===== src/rtl/sag_pkg.sv =====
package sag_pkg;
  localparam int FIELD_W = 14;

  typedef enum logic [1:0] {
    MV_RISE  = 2'd0,
    MV_FALL  = 2'd1,
    MV_FIXED = 2'd2,
    MV_WRAP  = 2'd3
  } move_e;

  typedef struct packed {
    logic [1:0]         size_code;
    move_e              mode;
    logic [FIELD_W-1:0] blk_bytes;
    logic [FIELD_W-1:0] stride;
  } sag_cfg_t;

  function automatic logic [3:0] beat_bytes(input logic [1:0] code);
    return 4'd1 << code;
  endfunction
endpackage


===== src/rtl/sag_count_track.sv =====
module sag_count_track #(
  parameter int CNT_W = 22
) (
  input  logic             clk,
  input  logic             rst_n,
  input  logic             load,
  input  logic             step_ok,
  input  logic [CNT_W-1:0] count_in,
  input  logic [3:0]       beat,
  output logic             done
);
  logic [CNT_W-1:0] remaining;
  logic [CNT_W-1:0] beat_w;
  logic [CNT_W-1:0] rem_next;
  logic             hits_zero;

  assign beat_w    = CNT_W'(beat);
  assign hits_zero = (remaining <= beat_w);
  assign rem_next  = hits_zero ? '0 : remaining - beat_w;

  always_ff @(posedge clk or negedge rst_n) begin
    if (!rst_n) begin
      remaining <= '0;
      done      <= 1'b1;
    end else if (load) begin
      remaining <= count_in;
      done      <= (count_in == '0);
    end else if (step_ok) begin
      remaining <= rem_next;
      done      <= hits_zero;
    end
  end

  // the count only falls between loads
  assert_count_falls_R11: assert property (@(posedge clk) disable iff (!rst_n)
    !load |=> remaining <= $past(remaining));
  // done is only left by a load
  assert_done_sticky_R12: assert property (@(posedge clk) disable iff (!rst_n)
    (done && !load) |=> done);
endmodule


===== src/rtl/sag_addr_path.sv =====
module sag_addr_path
  import sag_pkg::*;
#(
  parameter int ADDR_W      = 32,
  parameter int BURST_BEATS = 4
) (
  input  logic               clk,
  input  logic               rst_n,
  input  logic               load,
  input  logic               step_ok,
  input  logic [ADDR_W-1:0]  base,
  input  move_e              mode,
  input  logic [3:0]         beat,
  input  logic [FIELD_W-1:0] blk_bytes,
  input  logic [FIELD_W-1:0] stride,
  output logic [ADDR_W-1:0]  addr,
  output logic               block_end
);
  localparam int SUM_W = FIELD_W + 2;

  logic [ADDR_W-1:0] blk_start;
  logic [SUM_W-1:0]  blk_cnt;
  logic [SUM_W-1:0]  blk_sum;
  logic              boundary;
  logic [ADDR_W-1:0] moved_addr;
  logic [ADDR_W-1:0] jump_addr;

  function automatic logic [ADDR_W-1:0] wrap_step(input logic [ADDR_W-1:0] a,
                                                   input logic [3:0] b);
    logic [ADDR_W-1:0] win_mask;
    win_mask = ADDR_W'(BURST_BEATS) * ADDR_W'(b) - ADDR_W'(1);
    return (a & ~win_mask) | ((a + ADDR_W'(b)) & win_mask);
  endfunction

  function automatic logic [ADDR_W-1:0] move_step(input logic [ADDR_W-1:0] a,
                                                   input move_e m,
                                                   input logic [3:0] b);
    case (m)
      MV_RISE:  return a + ADDR_W'(b);
      MV_FALL:  return a - ADDR_W'(b);
      MV_FIXED: return a;
      default:  return wrap_step(a, b);
    endcase
  endfunction

  assign blk_sum    = blk_cnt + SUM_W'(beat);
  assign boundary   = (blk_bytes != '0) && (blk_sum >= SUM_W'(blk_bytes));
  assign moved_addr = move_step(addr, mode, beat);
  assign jump_addr  = blk_start + ADDR_W'(stride);

  always_ff @(posedge clk or negedge rst_n) begin
    if (!rst_n) begin
      addr      <= '0;
      blk_start <= '0;
      blk_cnt   <= '0;
      block_end <= 1'b0;
    end else begin
      block_end <= 1'b0;
      if (load) begin
        addr      <= base;
        blk_start <= base;
        blk_cnt   <= '0;
      end else if (step_ok) begin
        if (boundary) begin
          addr      <= jump_addr;
          blk_start <= jump_addr;
          blk_cnt   <= '0;
          block_end <= 1'b1;
        end else begin
          addr    <= moved_addr;
          blk_cnt <= blk_sum;
        end
      end
    end
  end

  assert_fixed_hold_R6: assert property (@(posedge clk) disable iff (!rst_n)
    (step_ok && !load && mode == MV_FIXED && !boundary) |=> $stable(addr));
  assert_pulse_cause_R9: assert property (@(posedge clk) disable iff (!rst_n)
    $rose(block_end) |-> $past(step_ok) && !$past(load));
  assert_no_jump_R10: assert property (@(posedge clk) disable iff (!rst_n)
    (blk_bytes == '0) |=> !block_end);
  assert_jump_target_R8: assert property (@(posedge clk) disable iff (!rst_n)
    (step_ok && !load && boundary) |=> addr == blk_start);
endmodule


===== src/rtl/stride_addr_gen.sv =====
module stride_addr_gen
  import sag_pkg::*;
#(
  parameter int ADDR_W      = 32,
  parameter int CNT_W       = 22,
  parameter int BURST_BEATS = 4
) (
  input  logic              clk,
  input  logic              rst_n,
  input  logic              load,
  input  logic [ADDR_W-1:0] base_addr,
  input  logic [CNT_W-1:0]  byte_count,
  input  logic [31:0]       cfg_word,
  input  logic              step,
  output logic [ADDR_W-1:0] addr,
  output logic [3:0]        xfer_bytes,
  output logic              block_end,
  output logic              done
);
  sag_cfg_t cfg_q;
  logic     step_ok;

  always_ff @(posedge clk or negedge rst_n) begin
    if (!rst_n) cfg_q <= '0;
    else if (load) cfg_q <= sag_cfg_t'(cfg_word);
  end

  assign step_ok    = step && !done && !load;
  assign xfer_bytes = beat_bytes(cfg_q.size_code);

  sag_addr_path #(.ADDR_W(ADDR_W), .BURST_BEATS(BURST_BEATS)) u_addr (
    .clk      (clk),
    .rst_n    (rst_n),
    .load     (load),
    .step_ok  (step_ok),
    .base     (base_addr),
    .mode     (cfg_q.mode),
    .beat     (xfer_bytes),
    .blk_bytes(cfg_q.blk_bytes),
    .stride   (cfg_q.stride),
    .addr     (addr),
    .block_end(block_end)
  );

  sag_count_track #(.CNT_W(CNT_W)) u_count (
    .clk     (clk),
    .rst_n   (rst_n),
    .load    (load),
    .step_ok (step_ok),
    .count_in(byte_count),
    .beat    (xfer_bytes),
    .done    (done)
  );

  assert_load_base_R2: assert property (@(posedge clk) disable iff (!rst_n)
    load |=> addr == $past(base_addr));
  assert_size_decode_R3: assert property (@(posedge clk) disable iff (!rst_n)
    load |=> xfer_bytes == (4'd1 << $past(cfg_word[31:30])));
  assert_done_freeze_R12: assert property (@(posedge clk) disable iff (!rst_n)
    (done && !load) |=> $stable(addr) && !block_end);
  assert_rise_step_R4: assert property (@(posedge clk) disable iff (!rst_n)
    (step && !done && !load && !$rose(block_end) && cfg_q.mode == MV_RISE
     && cfg_q.blk_bytes == '0) |=> addr == $past(addr) + ADDR_W'($past(xfer_bytes)));
endmodule


===== config.mk =====
export PLATFORM = sky130hd
export DESIGN_NAME = stride_addr_gen
export DESIGN_NICKNAME = d
export VERILOG_FILES = /design/src/rtl/sag_pkg.sv /design/src/rtl/sag_count_track.sv /design/src/rtl/sag_addr_path.sv /design/src/rtl/stride_addr_gen.sv
export SDC_FILE = /design/constraint.sdc
export NUM_CORES = 1
export LEC_CHECK = 0
export BUFFER_PORTS_ARGS = -buffer_cell sky130_fd_sc_hd__buf_2
export CAP_MARGIN = 30
export CORE_MARGIN = 2
export CORE_UTILIZATION = 65
export CTS_BUF_LIST = sky130_fd_sc_hd__clkbuf_4 sky130_fd_sc_hd__clkbuf_8
export DETAILED_ROUTE_END_ITERATION = 10
export HOLD_SLACK_MARGIN = 0.03
export PLACE_DENSITY_LB_ADDON = 0.1
export SLEW_MARGIN = 15
export SYNTH_ARGS = -nofsm -noshare
export SYNTH_HDL_FRONTEND = slang
export SYNTH_SLANG_ARGS = --single-unit

===== constraint.sdc =====
create_clock -name clk -period 9.3 [get_ports clk]
set_input_delay 2.325 -clock clk [delete_from_list [all_inputs] [get_ports clk]]
set_output_delay 2.325 -clock clk [all_outputs]
set_load 0.02 [all_outputs]

### After elaboration in Yosys (flattened, before gate mapping)

Index checks and enable logic that the tools add are counted.

* $add $sub $neg: 6
* shift operators: 1
* eq/ne operators: 3
* bitwise logic cells: 4
* multiplexer cells: 18
* reduce and logical (&&, ||, !) cells: 12
* magnitude comparators: 2

Operators by type and width (count)
* $mux W32: 6
* $pmux W32 S3: 1
* $mux W22: 3
* $and A32 B32 Y32: 2
* $mux W16: 3
* $add A32 B14 Y32: 1
* $add A32 B4 Y32: 1
* $not A32 Y32: 1
* $or A32 B32 Y32: 1
* $sub A32 B4 Y32: 1
* $le A22 B4 Y1: 1
* $logic_not A22 Y1: 1
* $sub A22 B4 Y22: 1
* $add A16 B4 Y16: 1
* $ge A16 B14 Y1: 1
* $reduce_bool A14 Y1: 1
* $sub A6 B1 Y7 const B: 1
* $mux W1: 5
* $reduce_and A2 Y1: 2
* $reduce_bool A2 Y1: 2
* $shl A1 B2 Y4 const A: 1
* $logic_and A1 B1 Y1: 3
* $ne A3 B2 Y1 const B: 1
* $eq A2 B1 Y1 const B: 1
* other kinds (3): 4

* output and inout port bits: 38
* logic and storage cells: 56
* bits in registers: 136
* input bits: 90

### Logic depth before layout (Yosys ltp)

* word-level depth: 9
* gate-level depth with buffers: 22
* mapped depth without buffers: 18

### By module

Synthesis repeated with hierarchy kept, for this count alone.

* cell total of the unflattened synthesis: 1213
* area total of the unflattened synthesis: 10375.0 um^2

By module, submodules not included
* sag_addr_path: seq. area each 2026.9 um^2, cells each 948, times used 1, area an instance 7314.5 um^2
* sag_count_track: seq. area each 576.8 um^2, cells each 192, times used 1, area an instance 1689.1 um^2
* stride_addr_gen: seq. area each 800.8 um^2, cells each 73, times used 1, area an instance 1371.3 um^2

### Least setup slack after synthesis

No wires, ideal clock.

* path kind: flip-flop to flip-flop
* start point: register cfg_q[31] in the netlist's numbering
* end point: register u_addr.addr[1]
* period minus slack after synthesis: 4326 ps
* required time: 9175 ps
* setup time: 125 ps
* buffers on the path: 3
* path slack: 4974 ps
* arrival: 4201 ps
* cell stages (with the launch flop): 19
* cells stage by stage: dfrtp_1 -> clkbuf_1 -> nor2_1 -> ha_1 -> o21ai_0 -> a311oi_2 -> or2_2 -> and2_1 -> nand2_1 -> xnor2_1 -> ha_1 -> a211oi_1 -> o21ai_0 -> a211o_1 -> a32oi_1 -> buf_6 -> buf_6 -> a31o_2 -> mux2_2

* longest elaborated chain between the ends: 8
* elaborated cells on any way between the ends: 14
* those cells by class: add/sub: 3; order compare: 1; eq/ne: 1; shift: 1; mux: 4; bitwise: 2; reduce/logical: 2

Ends and longest elaborated chain
* start, declared: RTL line stride_addr_gen.sv:20 `sag_cfg_t cfg_q;`
* start signal, assigned: RTL line stride_addr_gen.sv:25 `else if (load) cfg_q <= sag_cfg_t'(cfg_word);`
* $shl A1 B2 Y4 *: RTL line sag_pkg.sv:19 `return 4'd1 << code;`
* named net xfer_bytes[0]: RTL line stride_addr_gen.sv:16 `output logic [3:0] xfer_bytes,`
* branches (longest 7 deep; another with $add A16 B4 Y16)
* end signal, assigned: RTL line sag_addr_path.sv:60 `addr <= base;`
* end signal, assigned: RTL line sag_addr_path.sv:65 `addr <= jump_addr;`
* end signal, assigned: RTL line sag_addr_path.sv:70 `addr <= moved_addr;`
* end, declared: RTL line sag_addr_path.sv:16 `output logic [ADDR_W-1:0] addr,`

Mark *: on every way through the listed nets, which the timed path passes. The select of a mux whose other input is x is not followed.
A chain may end at the register's enable or synchronous reset.

==> summary.md <==
| Metric | Value |
|---|---|
| Avg WL per Cell | 19.36 um |
| Final Max Slew Viols | 0 |
| Chip height | 127.5 um |
| # setup viols final | 0 |
| Die X | 127.5 um |
| CTS tree | done |
| Period minus WS final | 5.565 ns |
| Main synth FF type | dfrtp_1 |
| Root Buffer | clkbuf_8 |
| Layout Utilization | 73.07% |
| EDFF count, synth | 0 |
| Dpl cells | 1,426 |
| DR DRC count | 0 |
| Number of I/O port buffers | 127 |
| Slowest Stage Delay on Critical Path | 0.73 ns |
| Longest Clk Path Bufs | 2 |
| Mapped Area | 9906 um^2 |
| CTS Hold Bufs | 0 |
| Final hold violations | 0 |
| Dominant cell type by area after synthesis | dfrtp_1 |
| Peak Freq | 179.7 MHz |
| Switching power | 0.6708 mW |
| Setup TNS Final | 0 ns |
| Io pins | 128 |
| Comb pwr share | 29.4% |
| Initial Utilization | 65.89% |
| Peak supply drop | 0.1339 mV |
| Global route overflow | 0 |
| Crit. path cell count | 17 |
| Layout Nets | 1,390 |
| Initial antenna violation count | 0 |
| Post-route non-filler standard cell count | 1,458 |
| Internal | 1.188 mW |
| DPL Wire Length | 19,970 um |
| Yosys reg bits | 136 |
| Leakage | 4.834 nW |
| Gr usage total | 34.76% |
| N_diodes | 0 |
| R2R depth | 17 |
| Synthesized instance count | 1,175 |
| Synth warnings | 0 |
| Number of CTS-inserted buffers | 17 |
| Worst min path class | flop to flop |
| Period utilisation layout | 59.84% |
| Data arrival time of the critical path | 5.89 ns |
| Avg Vias per Cell | 6.538 |
| Routed WL | 28,220 um |
| Post_cts resized | 0 |
| Vias in the first global route | 8,532 |
| Worst-skew pair later-pin latency | 0.47 ns |
| Max cap viols | 0 |
| Family with the most delay on the worst path | simple AND/OR/NAND/NOR gates |
| RSZ-0062 raised after global routing | false |
| Synth area leaders | dfrtp_1, ha_1, nand2_1 |
| Crit-path max FO | 88 |
| Clock power share | 30.7% |
| Layout cells sized above 1 | 16.93% |
| Max H-tree Level | 4 |
| Switching share of total power | 36.09% |
| Seq/Total Area, Yosys | 34.37% |
| Iteration-0 DRC Markers | 1,059 |
| Critical Path Slowest Stage Cell | buf_4 |
| Hold depth | 1 |
| Area share of the largest cell type after synthesis | 34.10% |
| RePlAce Congestion | 0.9439 |
| Worst path cell trace | nor2_1 > ha_1 > o21ai_0 > a311oi_2 > or2_2 > and2_1 > nand2_1 > xnor2_1 > ha_1 > a211oi_1 > o21ai_0 > a211o_1 > a32oi_4 > buf_4 > and2_1 > nor3b_1 > nor4_1 |
| Total Die Area | 16,240 um^2 |
| Crit end category | flop |
| Vias | 9,533 |
| Relative slew slack | 32.83% |
| Placement row count | 45 |
| Post-Syn Nets | 1,308 |
| Postcts setup bufs | 0 |
| Buf/Inv on CP | 1 |
| Sink Count | 136 |
| Largest net degree at the start of global routing | 101 |
| CP Launch Type | flop |
| Kind of critical path | flop to flop |
| Outcome | finished clean |
| Crit path required time | 9.63 ns |
| Core Area | 15,030 um^2 |
| CTS clk-pin slew, worst paths | 0.08 ns |
| TritonRoute pass-1 iters | 6 |
| Distinct cells, synth | 83 |
| Mapped Avg Cell Area | 8.430 um^2 |
| Worst-margin pin slew | 1.008 ns |
| PwrDens | 169.2 nW/um^2 |
| Fraction of registers with async set/reset | 100.0% |
| Syn-to-layout area delta | 10.89% |
| Sequential fraction of design power | 39.8% |
| First-pass GRT wire length | 44,360 um |
| Post-route ant nets | 0 |
| Clock Skew | 0.01442 ns |
==> final timing paths <==
kind                                  startpoint                   end  slack [ns]
setup / recovery           cfg_q[31]$_DFFE_PN0P_                  flop        3.73
hold / removal              cfg_q[5]$_DFFE_PN0P_  cfg_q[5]$_DFFE_PN0P_        0.52
setup reg to reg           cfg_q[31]$_DFFE_PN0P_                  flop        3.73
hold reg to reg             cfg_q[5]$_DFFE_PN0P_  cfg_q[5]$_DFFE_PN0P_        0.52
max in group asynchronous                  rst_n  cfg_q[4]$_DFFE_PN0P_        6.11
min in group asynchronous                  rst_n             async pin        1.86
==> Yosys cell counts (5+ instances only) <==
cell	instances
a22o_1	14
a211oi_1	13
o211ai_1	16
nor2_1	97
and2_1	7
buf_2	7
inv_1	37
a31oi_1	23
nor3b_1	6
buf_6	6
nor2b_1	9
o22ai_1	8
nand2b_1	16
nand4_1	13
o21a_1	12
a21oi_1	61
nor3_1	35
a22oi_1	5
nand4b_1	5
dfrtp_1	135
o31ai_1	11
ha_1	41
nor4_1	25
buf_4	7
a32oi_1	5
nand2_1	129
o21ai_1	7
mux2i_1	20
xor2_1	34
and4_1	8
mux2_2	21
and3_1	17
clkbuf_1	52
nand3_1	22
o21ai_0	95
or3_1	17
xnor2_1	52
a21o_1	11
==> placed cells by master, fill, tap and decap left out, drive strengths merged, types with 18 or more instances in the layout <==
cell / netlist / layout
dfrtp: 135 / 135
nand3: 22 / 22
mux2: 21 / 21
xor2: 34 / 34
xnor2: 52 / 52
buf: 23 / 138
nand2b: 18 / 18
nand2: 129 / 129
inv: 39 / 41
o21ai: 102 / 102
a31oi: 23 / 23
a21oi: 62 / 62
mux2i: 20 / 20
clkbuf: 52 / 21
ha: 41 / 41
nor4: 27 / 27
nor3: 35 / 35
nor2: 98 / 98
==> layout make-up <==
cell class / instances / area (um^2)
Clock buffer: 21 / 289.0
Inverter: 39 / 146.4
Tap cell: 188 / 235.2
Clock inverter: 11 / 166.4
Timing Repair Buffer: 138 / 730.7
Multi-Input combinational cell: 925 / 6012
Fill cell: 1217 / 4049
Sequential cell: 136 / 3405
==> cells by family after synthesis <==
group           share of synthesized area [%]
compound gates                          21.27
xor+xnor                                7.604
fa+ha+maj                               5.583
buf+inv                                 5.128
flops                                   34.37
simple gates                            21.64
mux                                     4.408
==> metal layers <==
metal / wire (um) / vias up / track usage, %
met3: 3330 / 42 / 8.961
met1: 12040 / 4536 / 51.04
met2: 12390 / 532 / 50.99
met5: 0 / - / 0
met4: 461 / 0 / 10.08
li1: - / 4423 / -
==> power by group through the flow <==
stage               clock network (mW)  logic [mW]  registers, mW
floorplan                            0       0.370          0.738
global placement                     0       0.519          0.745
detailed placement                   0       0.533          0.747
CTS                              0.574       0.536          0.737
global route                     0.598       0.599          0.749
finish                           0.571       0.547          0.741
==> metrics by stage <==
step                      setup WS, ns  total power [mW]  hold slack, ns  instance area, um^2
after detailed placement         3.793             1.280          0.4962                10530
after global routing             3.307             1.946          0.5391                10980
after floorplan                  4.974             1.108          0.4687                 9906
final                            3.735             1.859          0.5192                10980
after CTS                        3.796             1.847          0.5211                10980
after global placement           4.056             1.264          0.4932                10520
Power figures use the tool's default switching activity.
